### src/rtl/isa_pkg.sv
// Package: shared types for the sticky interrupt status aggregator.
// Assumes nothing beyond the standard; holds the silencing state encoding.
package isa_pkg;
    typedef enum logic {
        SIL_OFF = 1'b0,
        SIL_ON  = 1'b1
    } sil_state_t;
endpackage

### src/rtl/isa_status_reg.sv
// Module: one sticky status register.
// Each bit is set by its event line and cleared by a read strobe only when
// its event line is low in the same cycle (setting wins).
// Assumes rd_i is a one-cycle strobe synchronous to clk.
module isa_status_reg #(
    parameter int REG_W = 4
) (
    input  logic             clk,
    input  logic             rst_n,
    input  logic [REG_W-1:0] stim_i,
    input  logic             rd_i,
    output logic [REG_W-1:0] stat_o
);
    logic [REG_W-1:0] stat_q;
    logic [REG_W-1:0] stat_d;

    // Next state: set from event lines, keep unless a read attempts a clear.
    always_comb begin
        stat_d = stim_i | (stat_q & {REG_W{~rd_i}});
    end

    // Status storage with synchronous reset.
    always_ff @(posedge clk) begin
        if (!rst_n) stat_q <= '0;
        else        stat_q <= stat_d;
    end

    assign stat_o = stat_q;

    // every bit with a high event line is set after the edge.
    a_r2_event_sets: assert property (@(posedge clk) disable iff (!rst_n)
        1'b1 |=> ((stat_q & $past(stim_i)) == $past(stim_i)));
    // a read clears every bit whose event line was low.
    a_r3_read_clears: assert property (@(posedge clk) disable iff (!rst_n)
        rd_i |=> ((stat_q & ~$past(stim_i)) == '0));
    // without a read of this register no bit falls.
    a_r4_no_read_holds: assert property (@(posedge clk) disable iff (!rst_n)
        !rd_i |=> ((stat_q & $past(stat_q)) == $past(stat_q)));
endmodule

### src/rtl/isa_silence.sv
// Module: alert-response silencing tracker.
// An answered alert-response call silences the pin. An enabled event line
// rising, or the global enable rising, ends the silencing; these win over a
// simultaneous alert-response pulse.
// Assumes ara_i is a one-cycle pulse.
module isa_silence #(
    parameter int TOT_W = 8
) (
    input  logic             clk,
    input  logic             rst_n,
    input  logic [TOT_W-1:0] stim_i,
    input  logic [TOT_W-1:0] en_i,
    input  logic             glob_en_i,
    input  logic             ara_i,
    output logic             silenced_o
);
    import isa_pkg::*;

    sil_state_t       sil_q;
    sil_state_t       sil_d;
    logic [TOT_W-1:0] stim_q;
    logic             glob_q;
    logic             new_edge;
    logic             glob_rise;

    // Detect a fresh enabled event edge and a global enable rise.
    always_comb begin
        new_edge  = |(stim_i & ~stim_q & en_i);
        glob_rise = glob_en_i & ~glob_q;
        if (new_edge || glob_rise) sil_d = SIL_OFF;
        else if (ara_i)            sil_d = SIL_ON;
        else                       sil_d = sil_q;
    end

    // State and edge-history registers.
    always_ff @(posedge clk) begin
        if (!rst_n) begin
            sil_q  <= SIL_OFF;
            stim_q <= '0;
            glob_q <= 1'b0;
        end else begin
            sil_q  <= sil_d;
            stim_q <= stim_i;
            glob_q <= glob_en_i;
        end
    end

    assign silenced_o = (sil_q == SIL_ON);

    // a pulse with no competing edge leaves the pin silenced.
    a_r8_ara_silences: assert property (@(posedge clk) disable iff (!rst_n)
        (ara_i && !(|(stim_i & ~stim_q & en_i)) && !(glob_en_i && !glob_q))
        |=> silenced_o);
    // a new enabled event edge always lifts the silencing.
    a_r8_edge_unsilences: assert property (@(posedge clk) disable iff (!rst_n)
        (|(stim_i & ~stim_q & en_i)) |=> !silenced_o);
endmodule

### src/rtl/isa_pin_drive.sv
// Module: registered open-drain pin enable.
// Pulls low when an enabled status bit is set and all gates allow it.
// Assumes all inputs are synchronous to clk.
module isa_pin_drive #(
    parameter int TOT_W = 8
) (
    input  logic             clk,
    input  logic             rst_n,
    input  logic [TOT_W-1:0] stat_i,
    input  logic [TOT_W-1:0] en_i,
    input  logic             glob_en_i,
    input  logic             mon_run_i,
    input  logic             silenced_i,
    output logic             pull_o
);
    logic pull_d;
    logic pull_q;

    // Combine pending enabled bits with the global, monitor and silence gates.
    always_comb begin
        pull_d = (|(stat_i & en_i)) & glob_en_i & mon_run_i & ~silenced_i;
    end

    // Register the pin enable so the pad sees a glitch-free level.
    always_ff @(posedge clk) begin
        if (!rst_n) pull_q <= 1'b0;
        else        pull_q <= pull_d;
    end

    assign pull_o = pull_q;

    // a cleared global enable releases the pin.
    a_r7_glob_gates: assert property (@(posedge clk) disable iff (!rst_n)
        !glob_en_i |=> !pull_o);
    // leaving the monitoring state releases the pin.
    a_r9_mon_gates: assert property (@(posedge clk) disable iff (!rst_n)
        !mon_run_i |=> !pull_o);
    // with no enabled bit set, the pin is released.
    a_r6_nothing_enabled: assert property (@(posedge clk) disable iff (!rst_n)
        ((stat_i & en_i) == '0) |=> !pull_o);
endmodule

### src/rtl/isa_irq_aggregator.sv
// Module: top of the sticky interrupt status aggregator.
// Builds NUM_REGS sticky status registers of REG_W bits each, an
// alert-response silencing tracker and the registered pin driver.
// Assumes synchronous active-low reset and single-cycle read strobes.
module isa_irq_aggregator #(
    parameter int NUM_REGS = 2,
    parameter int REG_W    = 4
) (
    input  logic                        clk,
    input  logic                        rst_n,
    input  logic [NUM_REGS*REG_W-1:0]   stim_i,
    input  logic [NUM_REGS*REG_W-1:0]   src_en_i,
    input  logic                        glob_en_i,
    input  logic [NUM_REGS-1:0]         rd_strobe_i,
    input  logic                        ara_done_i,
    input  logic                        mon_run_i,
    output logic [NUM_REGS*REG_W-1:0]   status_o,
    output logic                        irq_pull_low_o
);
    localparam int TOT_W = NUM_REGS * REG_W;

    logic [TOT_W-1:0] stat_all;
    logic             silenced;

    // One sticky register per status group.
    for (genvar r = 0; r < NUM_REGS; r++) begin : g_reg
        isa_status_reg #(.REG_W(REG_W)) u_reg (
            .clk    (clk),
            .rst_n  (rst_n),
            .stim_i (stim_i[r*REG_W +: REG_W]),
            .rd_i   (rd_strobe_i[r]),
            .stat_o (stat_all[r*REG_W +: REG_W])
        );
    end

    isa_silence #(.TOT_W(TOT_W)) u_sil (
        .clk        (clk),
        .rst_n      (rst_n),
        .stim_i     (stim_i),
        .en_i       (src_en_i),
        .glob_en_i  (glob_en_i),
        .ara_i      (ara_done_i),
        .silenced_o (silenced)
    );

    isa_pin_drive #(.TOT_W(TOT_W)) u_pin (
        .clk        (clk),
        .rst_n      (rst_n),
        .stat_i     (stat_all),
        .en_i       (src_en_i),
        .glob_en_i  (glob_en_i),
        .mon_run_i  (mon_run_i),
        .silenced_i (silenced),
        .pull_o     (irq_pull_low_o)
    );

    assign status_o = stat_all;

    // while reset is held, the pin is released after each edge.
    a_r1_reset_quiet: assert property (@(posedge clk)
        !rst_n |=> !irq_pull_low_o);
endmodule

### config.mk
export PLATFORM = sky130hd
export DESIGN_NAME = isa_irq_aggregator
export DESIGN_NICKNAME = d
export VERILOG_FILES = /design/src/rtl/isa_pkg.sv /design/src/rtl/isa_status_reg.sv /design/src/rtl/isa_silence.sv /design/src/rtl/isa_pin_drive.sv /design/src/rtl/isa_irq_aggregator.sv
export SDC_FILE = /design/constraint.sdc
export NUM_CORES = 1
export LEC_CHECK = 0
export ABC_AREA = 1
export CAP_MARGIN = 20
export CORE_MARGIN = 1.5
export CORE_UTILIZATION = 25
export CTS_BUF_LIST = sky130_fd_sc_hd__clkbuf_8
export CTS_CLUSTER_DIAMETER = 200
export DETAILED_ROUTE_END_ITERATION = 8
export PLACE_DENSITY_LB_ADDON = 0.3
export SETUP_SLACK_MARGIN = 0.2
export SYNTH_ARGS = -nofsm -noshare
export SYNTH_HDL_FRONTEND = slang
export SYNTH_HIERARCHICAL = 1
export SYNTH_SLANG_ARGS = --single-unit
### constraint.sdc
create_clock -name clk -period 1.3 [get_ports clk]
set_input_delay 0.13 -clock clk [delete_from_list [all_inputs] [get_ports clk]]
set_output_delay 0.13 -clock clk [all_outputs]
set_load 0.01 [all_outputs]
Word-level counts from Yosys, hierarchy flattened. Cells that the tools add are included.

Register bits after elaboration: 19. Latch bits: 0. Memory bits (writable): 0. Bits in read-only memories: 0. Bits of input ports: 23. Memories kept: 0.

Add/subtract/negate cells: 0. Multiply operators: 0. Divide/modulo/power cells: 0. Magnitude comparators: 0. Equality and inequality tests: 0. Shift-type cells: 0. Muxes and demuxes: 0. Bitwise operators: 17. Reduce and logical (&&, ||, !) cells: 4.

Operators with widths (count): $and A8 B8 Y8 (3); $reduce_or A8 Y1 (2); $and A4 B4 Y4 (2); $not A8 Y8 (1); $or A4 B4 Y4 (2); $not A1 Y1 (5); $and A1 B1 Y1 (4); $reduce_or A2 Y1 (1); $logic_or A1 B1 Y1 (1).

Depth between registers and ports, before layout. Gate-level depths: netlist (run 1).

Depth after elaboration: 6. Depth in mapped cells: 6.

Modules after synthesis. Netlist (run 1), hierarchy kept.

Modules (own cells, without submodules): isa_silence (instances 1, cells each 54, area an instance 401.6 µm²); isa_status_reg (instances 2, cells each 18, area an instance 137.6 µm²); isa_pin_drive (instances 1, cells each 18, area an instance 87.6 µm²).

Worst setup path before layout (run 1). OpenSTA, ideal clock, no wires.

Path kind: flip-flop to flip-flop. Start: register g_reg[0].u_reg.stat_q[1]. End: register u_pin.pull_q, in the netlist u_pin/pull_o. Setup time: 0.070 ns. Data arrival time: 0.632 ns. Required time: 1.230 ns. Setup slack: 0.599 ns. Cell stages (with the launch flop): 5. Buffers on the path: 0. Period minus slack after synthesis: 0.701 ns. Cells stage by stage: dfxtp_1 nand2_1 nand2_1 nor2_1 a21oi_1.

Word-level cells in the longest chain between the ends: 5.

Ends and longest elaborated chain: start, declared (RTL line isa_status_reg.sv:14) `logic [REG_W-1:0] stat_q;`; start signal, assigned (RTL line isa_status_reg.sv:25) `else stat_q <= stat_d;`; $and A8 B8 Y8 (RTL line isa_pin_drive.sv:21) `pull_d = (|(stat_i & en_i)) & glob_en_i & mon_run_i & ~silenced_i;`; $reduce_or A8 Y1 (RTL line isa_pin_drive.sv:21); $and A1 B1 Y1 (3 in a row) (RTL line isa_pin_drive.sv:21); end signal, assigned (RTL line isa_pin_drive.sv:27) `else pull_q <= pull_d;`; end, declared (RTL line isa_pin_drive.sv:17) `logic pull_q;`.

Every way passes these cells. A chain may end at the register's enable or synchronous reset.

Final worst setup path (run 1).
Start: register g_reg[1].u_reg.stat_q[0]. End: output port status_o[4].

RTL lines: start, declared (RTL line isa_status_reg.sv:14); start signal, assigned (RTL line isa_status_reg.sv:25); end, declared (RTL line isa_irq_aggregator.sv:17) `output logic [NUM_REGS*REG_W-1:0] status_o,`.

No word-level cell between the ends.

==> results.toml, run 1 <==
[job]
max-cap-violations = 0

[synth]
ys_types = 12
warnings_from_yosys = 6
muxShareOfSynthArea_pct = 0
ys_dominant_reg_cell = "sky130_fd_sc_hd__dfxtp_1"
synth-edff-count = 0
post-synth-top-area-cell = "sky130_fd_sc_hd__dfxtp_1"
synthTopCellsByArea = "sky130_fd_sc_hd__dfxtp_1 (50%), sky130_fd_sc_hd__nand2_1 (17%), sky130_fd_sc_hd__inv_1 (12%)"
most_frequently_used_cell_type_in_the_post_synthesis_netlist = "sky130_fd_sc_hd__nand2_1"
ys_seq_elements = 19
mappedNetlistArea_sq_um = 764
synth_top_family_by_area = "simple AND/OR/NAND/NOR gates"
netlist_instances = 108
synth_area_per_cell_sq_um = 7.08
synth_top_area_share_pct = 49.8
post_synth_most_frequent_cells = "sky130_fd_sc_hd__nand2_1 (34), sky130_fd_sc_hd__inv_1 (25), sky130_fd_sc_hd__dfxtp_1 (19)"
mapped_nets = 131
yosys.area_share.xor_xnor_pct = 0
synthSimpleGateAreaFrac_pct = 28.5
synth_compound_gate_area_share_pct = 7.04
seq_area_frac_synth_pct = 49.8
synth_adder_area_share_pct = 0
synthArstFlopShare_pct = 0

[place]
rd_place_congestion = 0.725
post-place-cells = 171
dpl.hpwl_mm = 1.38
place.port_buffers = 31

[global_routing]
wire_length_of_the_first_global_routing_pass_mm = 2.71
grt_start_max_net_pins = 12
first_global_vias = 683
congestion_overflow_gr = 0
grt_antenna_before_repair = 0
grt_use_total_pct = 10.7

[cells_and_area]
final-instance-count-excl-fill = 175
final_stage_net_count = 168
postLayoutCoreUtil_pct = 40.7
fillCellCount = 317
drive_above_1_share_pct = 8.33
area_delta_synth_final_pct = 50.6
final-seq-area_sq_um = 380
insertedDiodeCount = 0
multiInputGateArea_sq_um = 272

[floorplanning]
design.die.area_sq_um = 3400
fp.dieH_um = 58.3
io-pin-count = 32
die_width_um = 58.3
placeableCoreArea_sq_um = 2830
initial_utilization_pct = 27.0
placementRows = 19

[worst_setup_path]
worstReg2RegStart = "g_reg[0].u_reg/stat_o[0]$_SDFF_PN0_"
timing.critical_path.from_type = "flip-flop"
kind_of_capture_point_of_the_worst_setup_path = "output port"
timing_worst_setup_path_type = "flip-flop to output port"
timing.critical_path.depth = 1
critPathTopFamily = "flip-flops"
critical_path_required_ps = 1170
timing.critical_path.slowest_cell_delay_ps = 360
timing.critical_path.buf_inv = 1
crit_path_cell_trace = "dlygate4sd2_1"
worst_ep_arrival_time_ps = 900
startpoint = "g_reg[1].u_reg/stat_o[0]$_SDFF_PN0_"
critical_path.slowest_cell = "sky130_fd_sc_hd__dfxtp_1"
worstRegToRegCells = 4
critPathMaxFanout = 3

[pwr]
relative_contribution_of_sequential_cells_to_total_power_pct = 51.9
internal_power_mw = 0.937
switching_power_mw = 0.281
power_share_of_the_combinational_group_pct = 16.4
power_leakage_nw = 0.618
power_per_cell_area_nw_per_um2 = 1060
switching_share_of_power_pct = 23.1
clkPwrFrac_pct = 31.7
ir_drop_worst_case_vdd_mv = 0.500

[routing]
detail_route.vias_per_cell = 4.21
wirelength_mm = 1.69
drt-wirelength-per-cell_um = 9.68
initialDrtViolationCount = 14
detail_route.drc_violations = 2
vias = 736
ant_nets = 0
dr.pass1.iters = 6

[run_status]
run_status = "finished, violations left"
violations = "design-rule violations"

[min_path]
min_path_cells = 3
hold_path.class = "input port to flip-flop"
worst_hold_startpoint = "stim_i[5]"

[clock_tree]
clk_pin_slew_worst_paths_ps = 70
cts_num_sinks = 19
numCtsBuffers = 3
cts_tree = "done"
cts.path.max_buffers = 2
ctsHtreeMaxLevel = 1
cts.root.buffer_cell = "sky130_fd_sc_hd__clkbuf_8"
hold_buffers = 0
insertion_delay_ps = 250

[timing]
final.hold.worst_slack_ps = 460
fmax_ghz = 0.967
final.period_utilization_pct = 79.5
timing.final.crit_period_ps = 1030
drv_slew = 0
finalClockSkew_ps = 0.930
timing_worst_slew_pin_value_ps = 384
rsz0062_at_grt = "false"
relSlewSlack_pct = 74.3
final-setup-viol-count = 0
timing_hold_violations_final = 0
final.setup.tns_ps = 0
[cell type report]
cell class / count / area share, %
Tap cell: 31 / 3.37
Sequential cell: 19 / 33.0
Inverter: 27 / 8.80
Multi-Input combinational cell: 61 / 23.6
Clock buffer: 3 / 3.59
Clock inverter: 1 / 0.326
Timing Repair Buffer: 33 / 27.3
[layout by cell type (no fill, tap or decap)]
| master | synthesis | layout |
|---|---|---|
| sky130_fd_sc_hd__nand4_1 | 1 | 1 |
| sky130_fd_sc_hd__nor2_2 | 4 | 4 |
| sky130_fd_sc_hd__dfxtp_1 | 19 | 19 |
| sky130_fd_sc_hd__dlygate4sd2_1 | 0 | 9 |
| sky130_fd_sc_hd__nand3b_1 | 2 | 2 |
| sky130_fd_sc_hd__a21oi_1 | 9 | 9 |
| sky130_fd_sc_hd__o21ai_2 | 1 | 1 |
| sky130_fd_sc_hd__clkbuf_8 | 0 | 3 |
| sky130_fd_sc_hd__buf_4 | 0 | 2 |
| sky130_fd_sc_hd__inv_2 | 2 | 2 |
| sky130_fd_sc_hd__nor2_1 | 5 | 5 |
| sky130_fd_sc_hd__clkdlybuf4s50_1 | 0 | 22 |
| sky130_fd_sc_hd__inv_1 | 25 | 26 |
| sky130_fd_sc_hd__nand2_1 | 34 | 34 |
| sky130_fd_sc_hd__nand3_1 | 5 | 5 |
[power by group through the flow]
| stage | registers, mW | clock network (mW) | logic [mW] |
|---|---|---|---|
| 2_1_floorplan | 0.651 | 0 | 0.0754 |
| 3_3_place_gp | 0.645 | 0 | 0.211 |
| 3_5_place_dp | 0.647 | 0 | 0.213 |
| 4_1_cts | 0.633 | 0.407 | 0.203 |
| 5_1_grt | 0.636 | 0.424 | 0.222 |
| 6_report | 0.632 | 0.387 | 0.199 |
[repair_timing]
item	4_1_cts	5_1_grt
setup endpoints to repair	9	0
buffers inserted	0	0
gates resized for setup	9	0
[registers in the layout, summed over array words and instances, names as in the netlist]
register and cells:
g.u_reg/stat_o 8, u_sil/stim_q 8, u_pin/pull_o 1, u_sil/glob_q 1, u_sil/silenced_o 1
[worst paths after layout]
| path | slack [ps] | to |
|---|---|---|
| hold reg to reg | 470 | g_reg[0].u_reg/stat_o[1]$_SDFF_PN0_ |
| hold / removal | 460 | u_sil/stim_q[5]$_SDFF_PN0_ |
| setup / recovery | 270 | status_o[4] |
| setup reg to reg | 540 | u_pin/pull_o$_SDFF_PN0_ |
[cells by family (layout without fill, tap and decap cells)]
| family | Yosys count | after routing |
|---|---|---|
| simple gates | 51 | 51 |
| compound gates | 10 | 10 |
| buf+inv | 28 | 64 |
| flops | 19 | 19 |
[through the flow]
| step | area (sq um) | setup slack [ps] | total power [mW] |
|---|---|---|---|
| floorplan | 764 | 599 | 0.727 |
| global route | 1150 | 209 | 1.28 |
| detailed placement | 1120 | 68.2 | 0.860 |
| global placement | 1120 | 109 | 0.856 |
| CTS | 1150 | 243 | 1.24 |
| finish | 1150 | 266 | 1.22 |
[routing by layer]
layer / vias to the layer above / track usage, % / part of all wire [%]
li1: 387 / - / -
met1: 318 / 12.4 / 44
met2: 27 / 17.5 / 45
met3: 4 / 2.64 / 8.8
met4: 0 / 6.98 / 2.4
met5: - / 0 / 0
(Power assumes the default switching activity.)
==> run 2: changes to the inputs <==
==> constraint.sdc (replaced) <==
create_clock -name clk -period 0.9 [get_ports clk]
set_input_delay 0.09 -clock clk [delete_from_list [all_inputs] [get_ports clk]]
set_output_delay 0.09 -clock clk [all_outputs]
set_load 0.01 [all_outputs]
==> results.toml, run 2 (synthesized netlist as in run 1, its figures left out) <==
[run_status]
run_status = "finished, final reports clean"

[worst_setup_path]
critPathMaxFanout = 2
timing.critical_path.from_type = "flip-flop"
crit_path_cell_trace = "buf_6, nand2_2, nand2_2, nor2_2, a21oi_1"
worstRegToRegCells = 5
rrSetupSlack_ps = 70
timing.critical_path.slowest_cell_delay_ps = 330
timing_worst_setup_path_type = "flip-flop to flip-flop"
critPathCapture = "u_pin/pull_o$_SDFF_PN0_"
cp_common_cell = "sky130_fd_sc_hd__nand2_2"
kind_of_capture_point_of_the_worst_setup_path = "flip-flop"
worstReg2RegStart = "g_reg[0].u_reg/stat_o[1]$_SDFF_PN0_"
rr_endpoint = "u_pin/pull_o$_SDFF_PN0_"
startpoint = "g_reg[0].u_reg/stat_o[1]$_SDFF_PN0_"
worst_ep_arrival_time_ps = 970
critical_path.slowest_cell = "sky130_fd_sc_hd__dfxtp_2"
critical_path_required_ps = 1040

[clock_tree]
cts_num_sinks = 19
ctsHtreeMaxLevel = 1
cts_tree = "done"
cts_setup_buffers = 0
numCtsBuffers = 3
cts.path.max_buffers = 2
clk_pin_slew_worst_paths_ps = 70
insertion_delay_ps = 250
cts.root.buffer_cell = "sky130_fd_sc_hd__clkbuf_8"

[place]
dpl.hpwl_mm = 1.46
place_area_sq_um = 1220
rd_place_congestion = 0.741
place.port_buffers = 31

[pwr]
power_per_cell_area_nw_per_um2 = 1370
ir_drop_worst_case_vdd_mv = 0.866
fin_total_pwr_mw = 1.88
power_leakage_nw = 0.714

[routing]
drt-wirelength-per-cell_um = 9.78
detail_route.drc_violations = 0
vias = 777
ant_nets = 0
wirelength_mm = 1.85
dr.pass1.iters = 6
detail_route.vias_per_cell = 4.11
initialDrtViolationCount = 24

[job]
max-cap-violations = 0

[global_routing]
first_global_vias = 788
congestion_overflow_gr = 0
grt_antenna_before_repair = 0
grt_use_total_pct = 11.7
grt_start_max_net_pins = 11
wire_length_of_the_first_global_routing_pass_mm = 3.06

[cells_and_area]
insertedDiodeCount = 0
final_stage_net_count = 182
mostFrequentLayoutCell = "sky130_fd_sc_hd__inv_1"
mostFrequentLayoutCells = "sky130_fd_sc_hd__inv_1 (26), sky130_fd_sc_hd__nand2_1 (23), sky130_fd_sc_hd__clkdlybuf4s50_1 (20), sky130_fd_sc_hd__buf_6 (15)"
drive_above_1_share_pct = 39.2
finalInstanceArea_sq_um = 1370
postLayoutCoreUtil_pct = 48.5
area_delta_synth_final_pct = 79.4

[timing]
timing_worst_slew_pin_value_ps = 295
final.hold.worst_slack_ps = 195
finalClockSkew_ps = 2.76
relSlewSlack_pct = 80.3
final.setup.tns_ps = 0
final.period_utilization_pct = 91.8
drv_slew = 0
timing_hold_violations_final = 0
fmax_ghz = 1.21
rsz0062_at_grt = "true"
timing.final.crit_period_ps = 826
final-setup-viol-count = 0

[floorplanning]
design.die.area_sq_um = 3400
placementRows = 19
io-pin-count = 32
initial_utilization_pct = 27.0
fp.dieH_um = 58.3
die_width_um = 58.3
placeableCoreArea_sq_um = 2830

[min_path]
hold_path.class = "input port to flip-flop"
==> run 2: cell types whose count changed in the layout (fill, tap and decap cells not counted), sizes merged <==
cell	previous run	this run
dlymetal6s2s	0	1
clkdlybuf4s50	22	20
dlygate4sd2	9	1
buf	2	25
==> run 2: power by group <==
part	switching, mW	total (mW)	internal, mW
clock network	0.254	0.556	0.302
registers	0.0276	0.923	0.895
logic	0.161	0.405	0.244
total	0.443	1.88	1.44
==> run 2: metrics by stage <==
step,setup slack (ps),instances
detailed placement,-201,185
global placement,-168,185
finish,74.2,189
global route,26.3,189
CTS,70.4,189
floorplan,203,108
==> run 2: area by class of cell <==
type / instances / area [sq um]
Fill cell: 297 / 1460
Timing Repair Buffer: 47 / 465
Multi-Input combinational cell: 61 / 328
Inverter: 27 / 101
Tap cell: 31 / 38.8
Clock inverter: 1 / 3.75
Sequential cell: 19 / 393
Clock buffer: 3 / 41.3
==> run 2: how the worst min path moves through the flow <==
stage / start / to / slack, ps / cells past startpoint
finish: stim_i[0] / u_sil/stim_q[0]$_SDFF_PN0_ / 190 / 4
global route: stim_i[0] / u_sil/stim_q[0]$_SDFF_PN0_ / 230 / 4
CTS: rst_n / u_sil/glob_q$_SDFF_PN0_ / 340 / 3
detailed placement: u_sil/silenced_o$_SDFFE_PP0P_ / u_pin/pull_o$_SDFF_PN0_ / 530 / 3
global placement: u_sil/silenced_o$_SDFFE_PP0P_ / u_pin/pull_o$_SDFF_PN0_ / 520 / 3
floorplan: glob_en_i / u_sil/glob_q$_SDFF_PN0_ / 180 / 2
==> run 2: critical path, delay by kind of cell, from the launching register on <==
kind	cells	cell delay, ps
AOI/OAI and AO/OA	1	70
DFF	1	330
and+or+nand+nor	3	210
buffers and inverters	1	110
==> run 2: routing by layer <==
| metal | track usage (%) | vias up | share of wire [%] |
|---|---|---|---|
| met2 | 20.4 | 24 | 49 |
| met4 | 4.98 | 0 | 0 |
| met5 | 0 | - | 0 |
| met1 | 13.7 | 335 | 44 |
| met3 | 2.64 | 0 | 7.1 |
| li1 | - | 418 | - |
==> run 2: timing repair <==
item / 4_1_cts / 5_1_grt
hold buffers: 0 / 0
resized for setup: 55 / 25
pin swaps: 6 / 12
setup endpoints to repair: 27 / 15
endpoints found under the hold margin: 0 / 0
